==> src/rtl/spi_ee_pkg.sv <==
package spi_ee_pkg;

  typedef enum logic [2:0] {
    CMD_NONE, CMD_WRSR, CMD_WRITE, CMD_READ, CMD_WRDI, CMD_RDSR, CMD_WREN
  } cmd_e;

  localparam logic [7:0] OP_SETSR = 8'h01;
  localparam logic [7:0] OP_PROG  = 8'h02;
  localparam logic [7:0] OP_READ  = 8'h03;
  localparam logic [7:0] OP_WDIS  = 8'h04;
  localparam logic [7:0] OP_GETSR = 8'h05;
  localparam logic [7:0] OP_WEN   = 8'h06;

  // Opcode decode; while busy only the status read survives.
  function automatic cmd_e decode_op(input logic [7:0] op, input logic busy);
    cmd_e c;
    case (op)
      OP_SETSR: c = CMD_WRSR;
      OP_PROG:  c = CMD_WRITE;
      OP_READ:  c = CMD_READ;
      OP_WDIS:  c = CMD_WRDI;
      OP_GETSR: c = CMD_RDSR;
      OP_WEN:   c = CMD_WREN;
      default:  c = CMD_NONE;
    endcase
    if (busy && c != CMD_RDSR) c = CMD_NONE;
    return c;
  endfunction

  // Fenced region test on the two top address bits.
  function automatic logic in_fence(input logic [1:0] bp, input logic [1:0] top2);
    case (bp)
      2'b00:   return 1'b0;
      2'b01:   return top2 == 2'b11;
      2'b10:   return top2[1];
      default: return 1'b1;
    endcase
  endfunction

endpackage

==> src/rtl/spi_ee_sync.sv <==
module spi_ee_sync #(
  parameter int W = 4,
  parameter int STAGES = 2,
  parameter logic [W-1:0] RST_VAL = '0
) (
  input  logic         clk,
  input  logic         rst,
  input  logic [W-1:0] d,
  output logic [W-1:0] q
);
  logic [STAGES-1:0][W-1:0] stg;

  always_ff @(posedge clk) begin
    if (rst) stg <= {STAGES{RST_VAL}};
    else     stg <= {stg[STAGES-2:0], d};
  end

  assign q = stg[STAGES-1];
endmodule

==> src/rtl/spi_ee_pagebuf.sv <==
module spi_ee_pagebuf #(
  parameter int DEPTH = 128,
  localparam int AW = $clog2(DEPTH)
) (
  input  logic          clk,
  input  logic          we,
  input  logic [AW-1:0] waddr,
  input  logic [7:0]    wdata,
  input  logic [AW-1:0] raddr,
  output logic [7:0]    rdata
);
  logic [7:0] ram [DEPTH];

  always_ff @(posedge clk) begin
    if (we) ram[waddr] <= wdata;
    rdata <= ram[raddr];
  end
endmodule

==> src/rtl/spi_ee_status.sv <==
module spi_ee_status #(
  parameter int WR_CYCLES = 1500
) (
  input  logic       clk,
  input  logic       rst,
  input  logic       set_wel,
  input  logic       clr_wel,
  input  logic       low_supply,
  input  logic       sr_load,
  input  logic [2:0] sr_din,     // {lock, fence[1:0]}
  input  logic       cyc_start,
  input  logic       lock,
  output logic [7:0] status,
  output logic       wip,
  output logic       srwd,
  output logic [1:0] bp
);
  localparam int TW = $clog2(WR_CYCLES + 1);

  logic [TW-1:0] tmr;
  logic          wel_q;

  always_ff @(posedge clk) begin
    if (rst) begin
      tmr   <= '0;
      wel_q <= 1'b0;
      srwd  <= 1'b0;
      bp    <= 2'b00;
    end else begin
      if (cyc_start)      tmr <= TW'(WR_CYCLES);
      else if (tmr != 0)  tmr <= tmr - 1'b1;
      if (sr_load) begin
        srwd <= sr_din[2];
        bp   <= sr_din[1:0];
      end
      if (low_supply || clr_wel || tmr == TW'(1)) wel_q <= 1'b0;
      else if (set_wel)                          wel_q <= 1'b1;
    end
  end

  assign wip    = (tmr != 0);
  assign status = {srwd, 3'b000, bp, wel_q, wip};

  // locked state keeps the nonvolatile bits frozen
  p_lock_holds_r6: assert property (@(posedge clk) disable iff (rst)
    lock |=> $stable({srwd, bp}));
  // a busy window opens only with the latch set
  p_cycle_needs_wel_r4: assert property (@(posedge clk) disable iff (rst)
    $rose(wip) |-> $past(wel_q));
  // latch is clear once the busy window closes
  p_wel_cleared_r5: assert property (@(posedge clk) disable iff (rst)
    $fell(wip) |-> !wel_q);
endmodule

==> src/rtl/spi_eeprom_ctrl.sv <==
module spi_eeprom_ctrl
  import spi_ee_pkg::*;
#(
  parameter int PAGE_BYTES = 128,
  parameter int WR_CYCLES  = 1500
) (
  input  logic        clk,
  input  logic        rst,
  input  logic        cs_n,
  input  logic        sck,
  input  logic        si,
  input  logic        wp_n,
  input  logic        low_supply,
  output logic        so,
  output logic        mem_rd_en,
  output logic        mem_wr_en,
  output logic [15:0] mem_addr,
  output logic [7:0]  mem_wdata,
  input  logic [7:0]  mem_rdata
);
  localparam int ADDR_W = 16;
  localparam int OFF_W  = $clog2(PAGE_BYTES);
  localparam int CNT_W  = OFF_W + 1;
  localparam int PG_W   = ADDR_W - OFF_W;

  logic cs_n_s, sck_s, si_s, wp_n_s;
  spi_ee_sync #(.W(4), .STAGES(2), .RST_VAL(4'b1001)) u_sync (
    .clk(clk), .rst(rst), .d({cs_n, sck, si, wp_n}), .q({cs_n_s, sck_s, si_s, wp_n_s}));

  logic sck_d, sel_d;
  logic sel, start, finish, rise, fall;
  assign sel    = ~cs_n_s;
  assign start  = sel & ~sel_d;
  assign finish = ~sel & sel_d;
  assign rise   = sel & sck_s & ~sck_d;
  assign fall   = sel & ~sck_s & sck_d;

  cmd_e              cmd;
  logic [7:0]        rx, tx, addr_hi, rd_byte;
  logic [7:0]        rx_next, src;
  logic [2:0]        bitcnt;
  logic [1:0]        bytecnt;   // complete bytes, saturating at 3
  logic [2:0]        sr_val;
  logic [PG_W-1:0]   page_q, cm_page;
  logic [OFF_W-1:0]  wptr, start_off, cm_ptr;
  logic [CNT_W-1:0]  bytes_in, cm_left;
  logic [ADDR_W-1:0] full_addr, pend_addr;
  logic              pend, rd_v, out_phase;

  assign rx_next   = {rx[6:0], si_s};
  assign full_addr = {addr_hi, rx_next};

  // Status register and busy timer
  logic [7:0] status;
  logic       wip, srwd, wel;
  logic [1:0] bp;
  logic       hw_lock, fin_ok, do_wren, do_wrdi, do_wrsr, do_write;

  assign wel     = status[1];
  assign hw_lock = srwd & ~wp_n_s;
  assign fin_ok  = finish && bitcnt == 3'd0;
  assign do_wren = fin_ok && cmd == CMD_WREN && bytecnt != 2'd0;
  assign do_wrdi = fin_ok && cmd == CMD_WRDI && bytecnt != 2'd0;
  assign do_wrsr = fin_ok && cmd == CMD_WRSR && bytecnt >= 2'd2 && wel && !hw_lock;
  assign do_write = fin_ok && cmd == CMD_WRITE && bytes_in != '0 && wel &&
                    !in_fence(bp, page_q[PG_W-1 -: 2]);

  spi_ee_status #(.WR_CYCLES(WR_CYCLES)) u_status (
    .clk(clk), .rst(rst), .set_wel(do_wren), .clr_wel(do_wrdi),
    .low_supply(low_supply), .sr_load(do_wrsr), .sr_din(sr_val),
    .cyc_start(do_wrsr | do_write), .lock(hw_lock),
    .status(status), .wip(wip), .srwd(srwd), .bp(bp));

  // Page buffer
  logic       buf_we;
  logic [7:0] buf_q;
  assign buf_we = rise && bitcnt == 3'd7 && cmd == CMD_WRITE && bytecnt == 2'd3;

  spi_ee_pagebuf #(.DEPTH(PAGE_BYTES)) u_buf (
    .clk(clk), .we(buf_we), .waddr(wptr), .wdata(rx_next),
    .raddr(cm_ptr), .rdata(buf_q));

  assign out_phase = (cmd == CMD_READ && bytecnt == 2'd3) ||
                     (cmd == CMD_RDSR && bytecnt != 2'd0);
  assign src = (cmd == CMD_READ) ? rd_byte : status;

  always_ff @(posedge clk) begin
    if (rst) begin
      sck_d <= 1'b0;  sel_d <= 1'b0;  rd_v <= 1'b0;  rd_byte <= 8'h00;
      mem_rd_en <= 1'b0;  mem_wr_en <= 1'b0;  mem_addr <= '0;  mem_wdata <= 8'h00;
      pend <= 1'b0;  pend_addr <= '0;  cm_left <= '0;  cm_ptr <= '0;  cm_page <= '0;
      bitcnt <= '0;  bytecnt <= '0;  cmd <= CMD_NONE;  bytes_in <= '0;
      rx <= 8'h00;  tx <= 8'h00;  so <= 1'b0;  addr_hi <= 8'h00;  sr_val <= '0;
      page_q <= '0;  wptr <= '0;  start_off <= '0;
    end else begin
      sck_d <= sck_s;
      sel_d <= sel;
      rd_v  <= mem_rd_en;
      if (rd_v) rd_byte <= mem_rdata;

      // Commit replay: buffer read, then array write one cycle later
      mem_rd_en <= 1'b0;
      mem_wr_en <= pend;
      mem_wdata <= buf_q;
      if (pend) mem_addr <= pend_addr;
      pend <= 1'b0;
      if (cm_left != '0) begin
        pend      <= 1'b1;
        pend_addr <= {cm_page, cm_ptr};
        cm_ptr    <= cm_ptr + 1'b1;
        cm_left   <= cm_left - 1'b1;
      end
      if (do_write) begin
        cm_left <= bytes_in;
        cm_ptr  <= start_off;
        cm_page <= page_q;
      end

      // Serial receive and byte decode
      if (start) begin
        bitcnt   <= '0;
        bytecnt  <= '0;
        cmd      <= CMD_NONE;
        bytes_in <= '0;
      end else if (rise) begin
        rx     <= rx_next;
        bitcnt <= bitcnt + 1'b1;
        if (bitcnt == 3'd7) begin
          if (bytecnt != 2'd3) bytecnt <= bytecnt + 1'b1;
          case (bytecnt)
            2'd0: cmd <= decode_op(rx_next, wip);
            2'd1: begin
              addr_hi <= rx_next;
              sr_val  <= {rx_next[7], rx_next[3:2]};
            end
            2'd2: begin
              page_q    <= full_addr[ADDR_W-1:OFF_W];
              wptr      <= full_addr[OFF_W-1:0];
              start_off <= full_addr[OFF_W-1:0];
              if (cmd == CMD_READ) begin
                mem_rd_en <= 1'b1;
                mem_addr  <= full_addr;
              end
            end
            default: begin
              if (cmd == CMD_READ) begin
                mem_rd_en <= 1'b1;
                mem_addr  <= mem_addr + 1'b1;
              end
              if (cmd == CMD_WRITE) begin
                wptr <= wptr + 1'b1;
                if (bytes_in != CNT_W'(PAGE_BYTES)) bytes_in <= bytes_in + 1'b1;
              end
            end
          endcase
        end
      end

      // Serial transmit
      if (!sel) begin
        so <= 1'b0;
      end else if (fall) begin
        if (!out_phase) begin
          so <= 1'b0;
        end else if (bitcnt == 3'd0) begin
          so <= src[7];
          tx <= {src[6:0], 1'b0};
        end else begin
          so <= tx[7];
          tx <= {tx[6:0], 1'b0};
        end
      end
    end
  end

  // output quiet while deselected
  p_so_quiet_r2: assert property (@(posedge clk) disable iff (rst)
    !sel |=> !so);
  // no array read while busy
  p_no_read_busy_r11: assert property (@(posedge clk) disable iff (rst)
    mem_rd_en |-> !wip);
  // array writes only inside the busy window
  p_write_in_window_r13: assert property (@(posedge clk) disable iff (rst)
    mem_wr_en |-> wip);
  // a replay burst stays in one page
  p_same_page_r9: assert property (@(posedge clk) disable iff (rst)
    (mem_wr_en && $past(mem_wr_en)) |-> mem_addr[ADDR_W-1:OFF_W] == $past(mem_addr[ADDR_W-1:OFF_W]));
  // no write lands in a fenced region
  p_fence_respected_r10: assert property (@(posedge clk) disable iff (rst)
    mem_wr_en |-> !in_fence(bp, mem_addr[ADDR_W-1 -: 2]));
endmodule

==> config.mk <==
export PLATFORM = sky130hd
export DESIGN_NAME = spi_eeprom_ctrl
export DESIGN_NICKNAME = d
export VERILOG_FILES = /design/src/rtl/spi_ee_pkg.sv /design/src/rtl/spi_ee_sync.sv /design/src/rtl/spi_ee_pagebuf.sv /design/src/rtl/spi_ee_status.sv /design/src/rtl/spi_eeprom_ctrl.sv
export SDC_FILE = /design/constraint.sdc
export NUM_CORES = 1
export LEC_CHECK = 0
export BUFFER_PORTS_ARGS = -buffer_cell sky130_fd_sc_hd__buf_2
export CORE_UTILIZATION = 50
export CTS_CLUSTER_DIAMETER = 50
export DETAILED_ROUTE_END_ITERATION = 6
export GPL_TIMING_DRIVEN = 0
export PLACE_DENSITY = 0.73
export SLEW_MARGIN = 5
export SYNTH_ARGS = -nofsm -noshare
export SYNTH_HDL_FRONTEND = slang
export SYNTH_SLANG_ARGS = --single-unit
==> constraint.sdc <==
create_clock -name clk -period 6.2 [get_ports clk]
set_input_delay 0.62 -clock clk [delete_from_list [all_inputs] [get_ports clk]]
set_output_delay 0.62 -clock clk [all_outputs]
set_load 0.005 [all_outputs]
======== After elaboration in Yosys (flattened, before gate mapping) ========
Memories as Yosys holds them, arrays and structs flattened. A register that Yosys moved wholly into a read port is not among the register bits.
Cells that the tools add are included.
word-level totals
  RAM bits ................................ 1024
  input bits .............................. 15
  word-level logic and storage cells ...... 163
  bits in registers ....................... 167
  output and inout bits ................... 27
  memories kept ........................... 1
memories
  memory     words  width  read ports  clocked after memory_dff  wr ports  RTL line              RTL
  u_buf.ram  128    8      1           1                         1         spi_ee_pagebuf.sv:12  logic [7:0] ram [DEPTH];
operators by class
  add/subtract/negate cells ............... 8
  $lt $le $gt $ge ......................... 1
  multiplexer cells ....................... 31
  bitwise logic cells ..................... 18
  equal/unequal tests ..................... 23
  reductions and logical operators ........ 49
operators with widths
  operator                 count
  $mux W16                 6
  $mux W8                  4
  $pmux W16 S2             1
  $eq A8 B3 Y1 const B     3
  $mux W11                 2
  $mux W7                  3
  $logic_and A1 B1 Y1      19
  $mux W3                  6
  $pmux W3 S6              1
  $add A16 B1 Y16 const B  1
  $eq A8 B2 Y1 const B     2
  $reduce_bool A8 Y1       2
  $add A7 B1 Y7 const B    2
  $pmux W7 S2              1
  $eq A3 B3 Y1 const B     4
  $eq A11 B1 Y1 const B    1
  $reduce_bool A11 Y1      1
  $sub A11 B1 Y11 const B  1
  $not A1 Y1               10
  $reduce_and A5 Y1        2
  $reduce_or A2 Y1         5
  $reduce_and A3 Y1        3
  $add A8 B1 Y8 const B    1
  $eq A2 B2 Y1 const B     4
  other kinds (24)         45

======== Logic depth before layout (Yosys ltp) ========
Gate-level depths: netlist (run 1).
  depth after elaboration ................. 10
  gate-level depth with buffers ........... 11

======== By module ========
Synthesis (run 1) repeated with hierarchy kept, for this count alone.
second synthesis, totals
  cell total of the unflattened synthesis .. 2545
  area, all modules ....................... 47290.4 um2
modules (own cells, without submodules)
  module           area each (um2)  times used  cells an instance
  spi_ee_pagebuf   39665.5          1           1635
  spi_eeprom_ctrl  6546.3           1           796
  spi_ee_status    838.3            1           94
  spi_ee_sync      240.2            1           20

======== Least setup slack after synthesis (run 1) ========
Ideal clock, no wire load.
  path kind ............................... register -> register
  start ................................... register rx[5]
  end ..................................... register cmd[2]
  period minus slack after synthesis ...... 2.769 ns
  buffers on the path ..................... 0
  setup slack ............................. 3.431 ns
  stages on the path, launching flop included .. 5
  arrival ................................. 2.638 ns
  library setup time ...................... 0.131 ns
  cells stage by stage .................... dfxtp_1 > or4_1 > nor3_1 > a32oi_1 > nor2_1
on the way
  word-level cells in the longest chain between the ends .. 10
  elaborated cells between the ends (all ways) .. 15
  classes of those cells .................. 7 x eq/ne; 7 x mux; 1 x reduce/logical
ends and longest elaborated chain
  item                                  RTL line                RTL
  start, declared                       spi_eeprom_ctrl.sv:39   logic [7:0] rx, tx, addr_hi, rd_byte;
  start signal, assigned                spi_eeprom_ctrl.sv:126  rx <= rx_next;
  $eq A8 B3 Y1 (tied with other cells)  spi_ee_pkg.sv:17        case (op)
  $pmux W3 S6 *                         spi_ee_pkg.sv:17
  $mux W3 *                             spi_eeprom_ctrl.sv:130  case (bytecnt)
  $mux W3 *                             spi_eeprom_ctrl.sv:128  if (bitcnt == 3'd7) begin
  $mux W3 *                             spi_eeprom_ctrl.sv:125  end else if (rise) begin
  $mux W3 *                             spi_eeprom_ctrl.sv:120  if (start) begin
  $mux W3 *                             spi_eeprom_ctrl.sv:88   if (rst) begin
  $ne A3 B3 Y1                          spi_ee_pkg.sv:26        if (busy && c != CMD_RDSR) c = CMD_NONE;
  $logic_and A1 B1 Y1                   spi_ee_pkg.sv:26
  $mux W3 *                             spi_ee_pkg.sv:26
  end signal, assigned                  spi_eeprom_ctrl.sv:131  2'd0: cmd <= decode_op(rx_next, wip);
  end, declared                         spi_eeprom_ctrl.sv:38   cmd_e cmd;
Every way passes the cells marked *; elsewhere a longest branch is shown, timed or not. The select of a mux whose other input is x is not followed.
A chain may end at the register's enable or synchronous reset.

==> results of run 1 <==
[area by class of cell]
type,count,area [um^2]
tap,1254,1569
inverter,19,71.32
timing repair buffer,49,402.9
clock inverter,63,585.6
sequential,1195,34200
buffer,169,908.4
fill,7073,40460
multi-input combinational,1433,12230
clock buffer,156,3179
[cells in the mapped netlist, drive strengths merged, types with 16 or more instances]
| cell | count |
|---|---|
| o221ai | 21 |
| nand2 | 175 |
| mux4 | 189 |
| clkbuf | 85 |
| a21oi | 98 |
| inv | 19 |
| buf | 84 |
| a22oi | 45 |
| nand3 | 49 |
| edfxtp | 1024 |
| nor2 | 260 |
| a22o | 16 |
| xnor2 | 23 |
| a211oi | 30 |
| o21ai | 21 |
| dfxtp | 171 |
| mux2i | 218 |
| ha | 16 |
| nor2b | 30 |
| o22ai | 25 |
[metal layers]
| metal | share of wire | wire (um) | up-vias | global-route usage |
|---|---|---|---|---|
| li1 | - | - | 11418 | - |
| met1 | 0.37 | 49020 | 14245 | 0.3649 |
| met2 | 0.47 | 62650 | 1884 | 0.4436 |
| met3 | 0.12 | 15830 | 363 | 0.07378 |
| met4 | 0.047 | 6347 | 6 | 0.1246 |
| met5 | 0.00075 | 101 | - | 0.005056 |
[sequential cells by signal, indices dropped and copies added, names as in the netlist, 9 cells and up]
signal,flops
cm_page,9
mem_addr,16
page_q,9
pend_addr,16
u_buf.ram,1024
u_status.tmr,11
[worst max-delay path: stages, from the launching register on]
cell       delay [ps]
dfxtp_1           300
buf_2             250
clkbuf_1          930
mux4_2            430
a22o_1            270
a2111oi_0        1100
a211oi_1          290
o32a_1            360
[metrics by stage]
stage | setup slack, ps | total power (uW) | std cells | area, um^2 | hold WS [ps]
finish | 2112 | 19350 | 4338 | 53150 | 112.2
global route | 2166 | 19770 | 4338 | 53150 | 113.7
CTS | 2376 | 19300 | 4338 | 53150 | 88.71
detailed placement | 2383 | 12440 | 4119 | 49390 | 406.7
global placement | 1378 | 12380 | 4111 | 49160 | 405.1
floorplan | 3431 | 11180 | 2816 | 47390 | 389.5
[report_power, final]
group / switching, uW / internal (uW)
clock: 3050 / 3950
sequential: 82.8 / 8700
combinational: 2170 / 1400
total: 5290 / 14100
[worst max-delay path by stage]
stage                     startpoint               end  slack, ps  cells after the start
final                      cm_ptr[2]    u_buf.rdata[5]       2110                      7
after global routing       bitcnt[0]  u_buf.ram[20][5]       2170                      7
after CTS                  cm_ptr[2]    u_buf.rdata[5]       2380                      7
after detailed placement   cm_ptr[2]    u_buf.rdata[5]       2380                      7
after global placement         rx[2]       mem_addr[3]       1380                      4
after floorplan                rx[5]            cmd[2]       3430                      4
[cells by family after synthesis]
| family | after synthesis |
|---|---|
| XOR/XNOR | 38 |
| AO/OA/AOI/OAI | 337 |
| AND/OR/NAND/NOR | 621 |
| multiplexers | 421 |
| adder cells (fa/ha/maj) | 16 |
| flip-flops | 1195 |
| buffers and inverters | 188 |
[layout by cell type, fill, tap and decap left out, types with 9 or more instances in the layout]
master	instances
mux2_2	14
mux4_2	189
nor2b_1	30
nand3_1	49
clkinv_2	12
o22ai_1	25
xor2_1	15
edfxtp_1	1024
dfxtp_1	163
ha_1	16
xnor2_1	23
nor2_1	259
a31oi_1	15
clkinv_1	27
buf_2	79
buf_4	26
clkbuf_16	121
or2_2	13
a2111oi_0	10
o221ai_1	21
and3_1	13
and2_1	10
a22oi_1	45
clkbuf_1	117
a22o_1	16
o211ai_1	9
nand2_1	175
inv_1	18
nor3_1	12
o21ai_0	20
mux2i_1	218
inv_6	9
a21oi_1	98
buf_6	17
a211oi_1	30
==> reports/metrics.cfg, run 1 <==
[run_status]
status = finished with violations
violations = capacitance limit, slew limit

[min_path]
holdPathEnd = u_status.wel_q
min-delay-start = low_supply
hold_class = in2reg
worstHoldPathCells = 2

[routing]
vias = 27916
routed_wirelength_um = 133900
drc = 0
dr.pass1.iters = 6
drt-wirelength-per-cell_um = 30.88
vias_per_cell = 6.435
postRouteAntennaNets = 0
drt_iter0_drc = 4311

[worst_setup_path]
cp.required_ps = 6740
ff2ff_path_depth = 7
path_class = reg2reg
crit_fanout = 10
r2r_end = u_buf.rdata[5]
worstReg2RegStart = cm_ptr[2]
crit_path_start_kind = flop
reg2reg_slack_ps = 2110
crit_path_end_kind = flop
arrival_ps = 4630

[global_route]
grt_remaining_overflow = 0
grt_pass1_wl_um = 190500
antenna_found_initial = 4
grtUsageTotal = 0.2802
grt_pass1_vias = 27554
grt_start_max_net_pins = 93

[power_and_ir_drop]
ir_worst_vdd_mv = 0.2656
p_per_area_mw_per_mm2 = 364.0
p_leak_uw = 0.01725

[floorplanning]
fp-row-count = 112
die_w_um = 309.9
initial_core_util = 0.5062
ioPinCount = 42
dieArea_mm2 = 0.09601
fp.dieH_um = 309.9
coreArea_mm2 = 0.09361

[yosys]
yosysSeqAreaShare = 0.7211
ys_ff_latch = 1195
synthAdderAreaFrac = 0.004225
synthFlopType = edfxtp_1
muxShareOfSynthArea = 0.1392
synth_top_family_by_area = multiplexers
synth_edf_count = 1024
synth.cell_area_mm2 = 0.04739
synth_cells = 2816
netlist.area_leader.share = 0.6489
synth_simple_gate_area_frac = 0.05872
synth-compound-area-share = 0.04901
syn_nets = 2847
yosysTopAreaCell = edfxtp_1
avgSynthCellArea_um2 = 16.83
synth_area_leaders = edfxtp_1 65%, mux4_2 9.0%, dfxtp_1 7.2%
yosysWarnings = 0
synth_async_sr_flop_share = 0
synth_xor_area_frac = 0.007023
synth.distinct_cells = 70

[clocking]
post_cts_buffers = 0
cts_root_buf = clkbuf_16
worstSkewPairLatency_ps = 700
cts.reportedPaths.clkPinSlew_ps = 60
cts_hold_buffers = 0
cts_tree = built
cts-buffers-inserted = 119
clock_path_buffers = 3
h-tree-depth = 3
cts_resized = 0
cts_sinks = 1195

[timing]
setup_viol = 0
period_needed_ps = 4088
max_freq_mhz = 244.6
hold_viol = 0
finalCritPeriodShare = 0.6594
tightest_slew_ps = 1608
setup_tns_ps = 0
rsz0062_at_grt = false
maxSlewViolCount = 22
finClkSkew_ps = 29.85
slew_headroom = -0.07171

[placed_design]
gp_congestion = 0.9462
dp_hpwl_um = 88770
port_buffers = 41

[final_layout]
layout.nets = 3017
area_growth_pct = 12.17
antenna_cells = 0
drive_gt1_frac = 0.1699
utilization = 0.5678

[job]
maxCapViolations = 2

No activity file was read; power rests on OpenSTA's default activity.
==> run 2: changes to the inputs <==
Settings changed: PLACE_DENSITY 0.73 to 0.76.
Clock period 6.2 ns to 3.4 ns, I/O delays scaled along.
==> reports/metrics.cfg, run 2 (same netlist as run 1, synthesis figures left out) <==
[power_and_ir_drop]
power_uw = 35080
p_per_area_mw_per_mm2 = 652.9
p_sw_frac = 0.2753
ir_worst_vdd_mv = 0.4439
p_leak_uw = 0.01731
p_sw_uw = 9658
p_int_uw = 25420
p_comb_frac = 0.188
p_seq_frac = 0.456
clkPwrFrac = 0.356

[routing]
vias_per_cell = 6.420
drt_iter0_drc = 4350
drt-wirelength-per-cell_um = 29.90
routed_wirelength_um = 130000
drc = 0
vias = 27929
postRouteAntennaNets = 0
dr.pass1.iters = 7

[timing]
hold_viol = 0
rsz0062_at_grt = true
slew_headroom = 0.09542
tightest_slew_ps = 1357
maxSlewViolCount = 0
setup_tns_ps = -2291
setup_viol = 65
finalCritPeriodShare = 1.027
period_needed_ps = 3491
finClkSkew_ps = 74.11
timing.final.ws_setup_ps = -90.99
max_freq_mhz = 286.5

[min_path]
hold_class = in2reg

[worst_setup_path]
cp.required_ps = 3920
arrival_ps = 4010
crit_fanout = 10
crit_path_start_kind = flop
path_class = reg2reg
crit_path_end_kind = flop

[global_route]
grt_pass1_vias = 26965
antenna_found_initial = 2
grtUsageTotal = 0.2717
grt_start_max_net_pins = 87
grt_remaining_overflow = 0
grt_pass1_wl_um = 185000

[final_layout]
register_area_mm2 = 0.03420
largest_register = u_buf.ram
largest_reg_flops = 1024
fillerInstances = 6959
utilization = 0.5740
multiInputGateArea_mm2 = 0.01272
reg_top3 = u_buf.ram (1024), mem_addr (16), pend_addr (16)
final_cell_mix = 1,024 x edfxtp_1, 218 x mux2i_1, 189 x mux4_2
final_common_cell = edfxtp_1
layout.nets = 3028
fin_area_mm2 = 0.05373
area_growth_pct = 13.39
drive_gt1_frac = 0.2026

[placed_design]
dpl-instance-area_mm2 = 0.04942
port_buffers = 41
gp_congestion = 0.9438
dp_hpwl_um = 84210

[clocking]
cts_root_buf = clkbuf_16
cts-buffers-inserted = 118
worstSkewPairLatency_ps = 730
cts_tree = built
clock_path_buffers = 3
cts_sinks = 1195
h-tree-depth = 3
cts.reportedPaths.clkPinSlew_ps = 60

[floorplanning]
fp-row-count = 112
coreArea_mm2 = 0.09361
fp.dieH_um = 309.9
ioPinCount = 42
die_w_um = 309.9
initial_core_util = 0.5062
dieArea_mm2 = 0.09601

[run_status]
status = finished with violations
violations = setup timing

[job]
maxCapViolations = 0

-- run 2: cell count changes in the layout (fill, tap and decap cells not counted), sizes merged --
cell,previous run,this run
clkdlybuf4s18,0,1
clkinv,42,41
buf,133,132
diode,0,1
clkbuf,241,246
dlygate4sd3,0,13
inv,31,27
bufinv,8,6
-- run 2: path summary, 6_finish.rpt --
path / to / from / slack, ps / depth (start not counted)
hold reg to reg: u_sync.q[3] / u_sync.stg[3] / 380 / 1
setup reg to reg: u_buf.rdata[6] / cm_ptr[2] / -90 / 8
hold / removal: mem_rd_en / rst / 190 / 3
setup / recovery: u_buf.rdata[6] / cm_ptr[2] / -90 / 8
-- run 2: per-stage QoR --
| stage | setup slack, ps | std cells | hold WS [ps] |
|---|---|---|---|
| 3_3_place_gp | -1705 | 4111 | 406.6 |
| 4_1_cts | -70.83 | 4351 | 132.4 |
| 2_1_floorplan | 631.0 | 2816 | 389.5 |
| 5_1_grt | -30.71 | 4349 | 191.9 |
| 3_5_place_dp | -521.3 | 4120 | 405.0 |
| 6_report | -90.99 | 4350 | 190.6 |
-- run 2: cell type report --
type	instances	area share
diodes	1	0.00004657
plain buffers	166	0.01712
clock buffers	162	0.05859
clock inverters	56	0.009524
inverters	19	0.001327
multi-input cells	1433	0.2367
flip-flops and latches	1195	0.6366
well taps	1254	0.02920
repair buffers	64	0.01090
-- run 2: power by group through the flow --
stage | clock network [uW] | registers [uW] | logic [uW]
floorplan | 0 | 16300 | 4110
global placement | 0 | 16300 | 6280
detailed placement | 0 | 16300 | 6370
CTS | 12500 | 16000 | 6470
global route | 13000 | 16000 | 6760
finish | 12500 | 16000 | 6610
-- run 2: critical path: stages, from the launching register on --
cell and delay, ps:
dfxtp_1 300, buf_2 330, buf_4 290, buf_4 310, buf_4 380, mux4_2 360, o21ai_0 590, a211oi_1 320
o31a_1 410
-- run 2: what timing repair did --
item | in CTS | in global routing
setup endpoints to repair | 508 | 531
buffers inserted | 0 | 1
gates resized for setup | 84 | 71
hold buffers | 13 | 0
pin swaps | 0 | 2
hold endpoints to repair | 13 | 0
-- run 2: per-layer routing --
layer  vias up  wire, um  track usage
met2      2036     60040       0.4246
li1      11446         -            -
met5         -        46            0
met3       400     16100      0.06906
met4         4      6652       0.1224
met1     14043     47200       0.3606
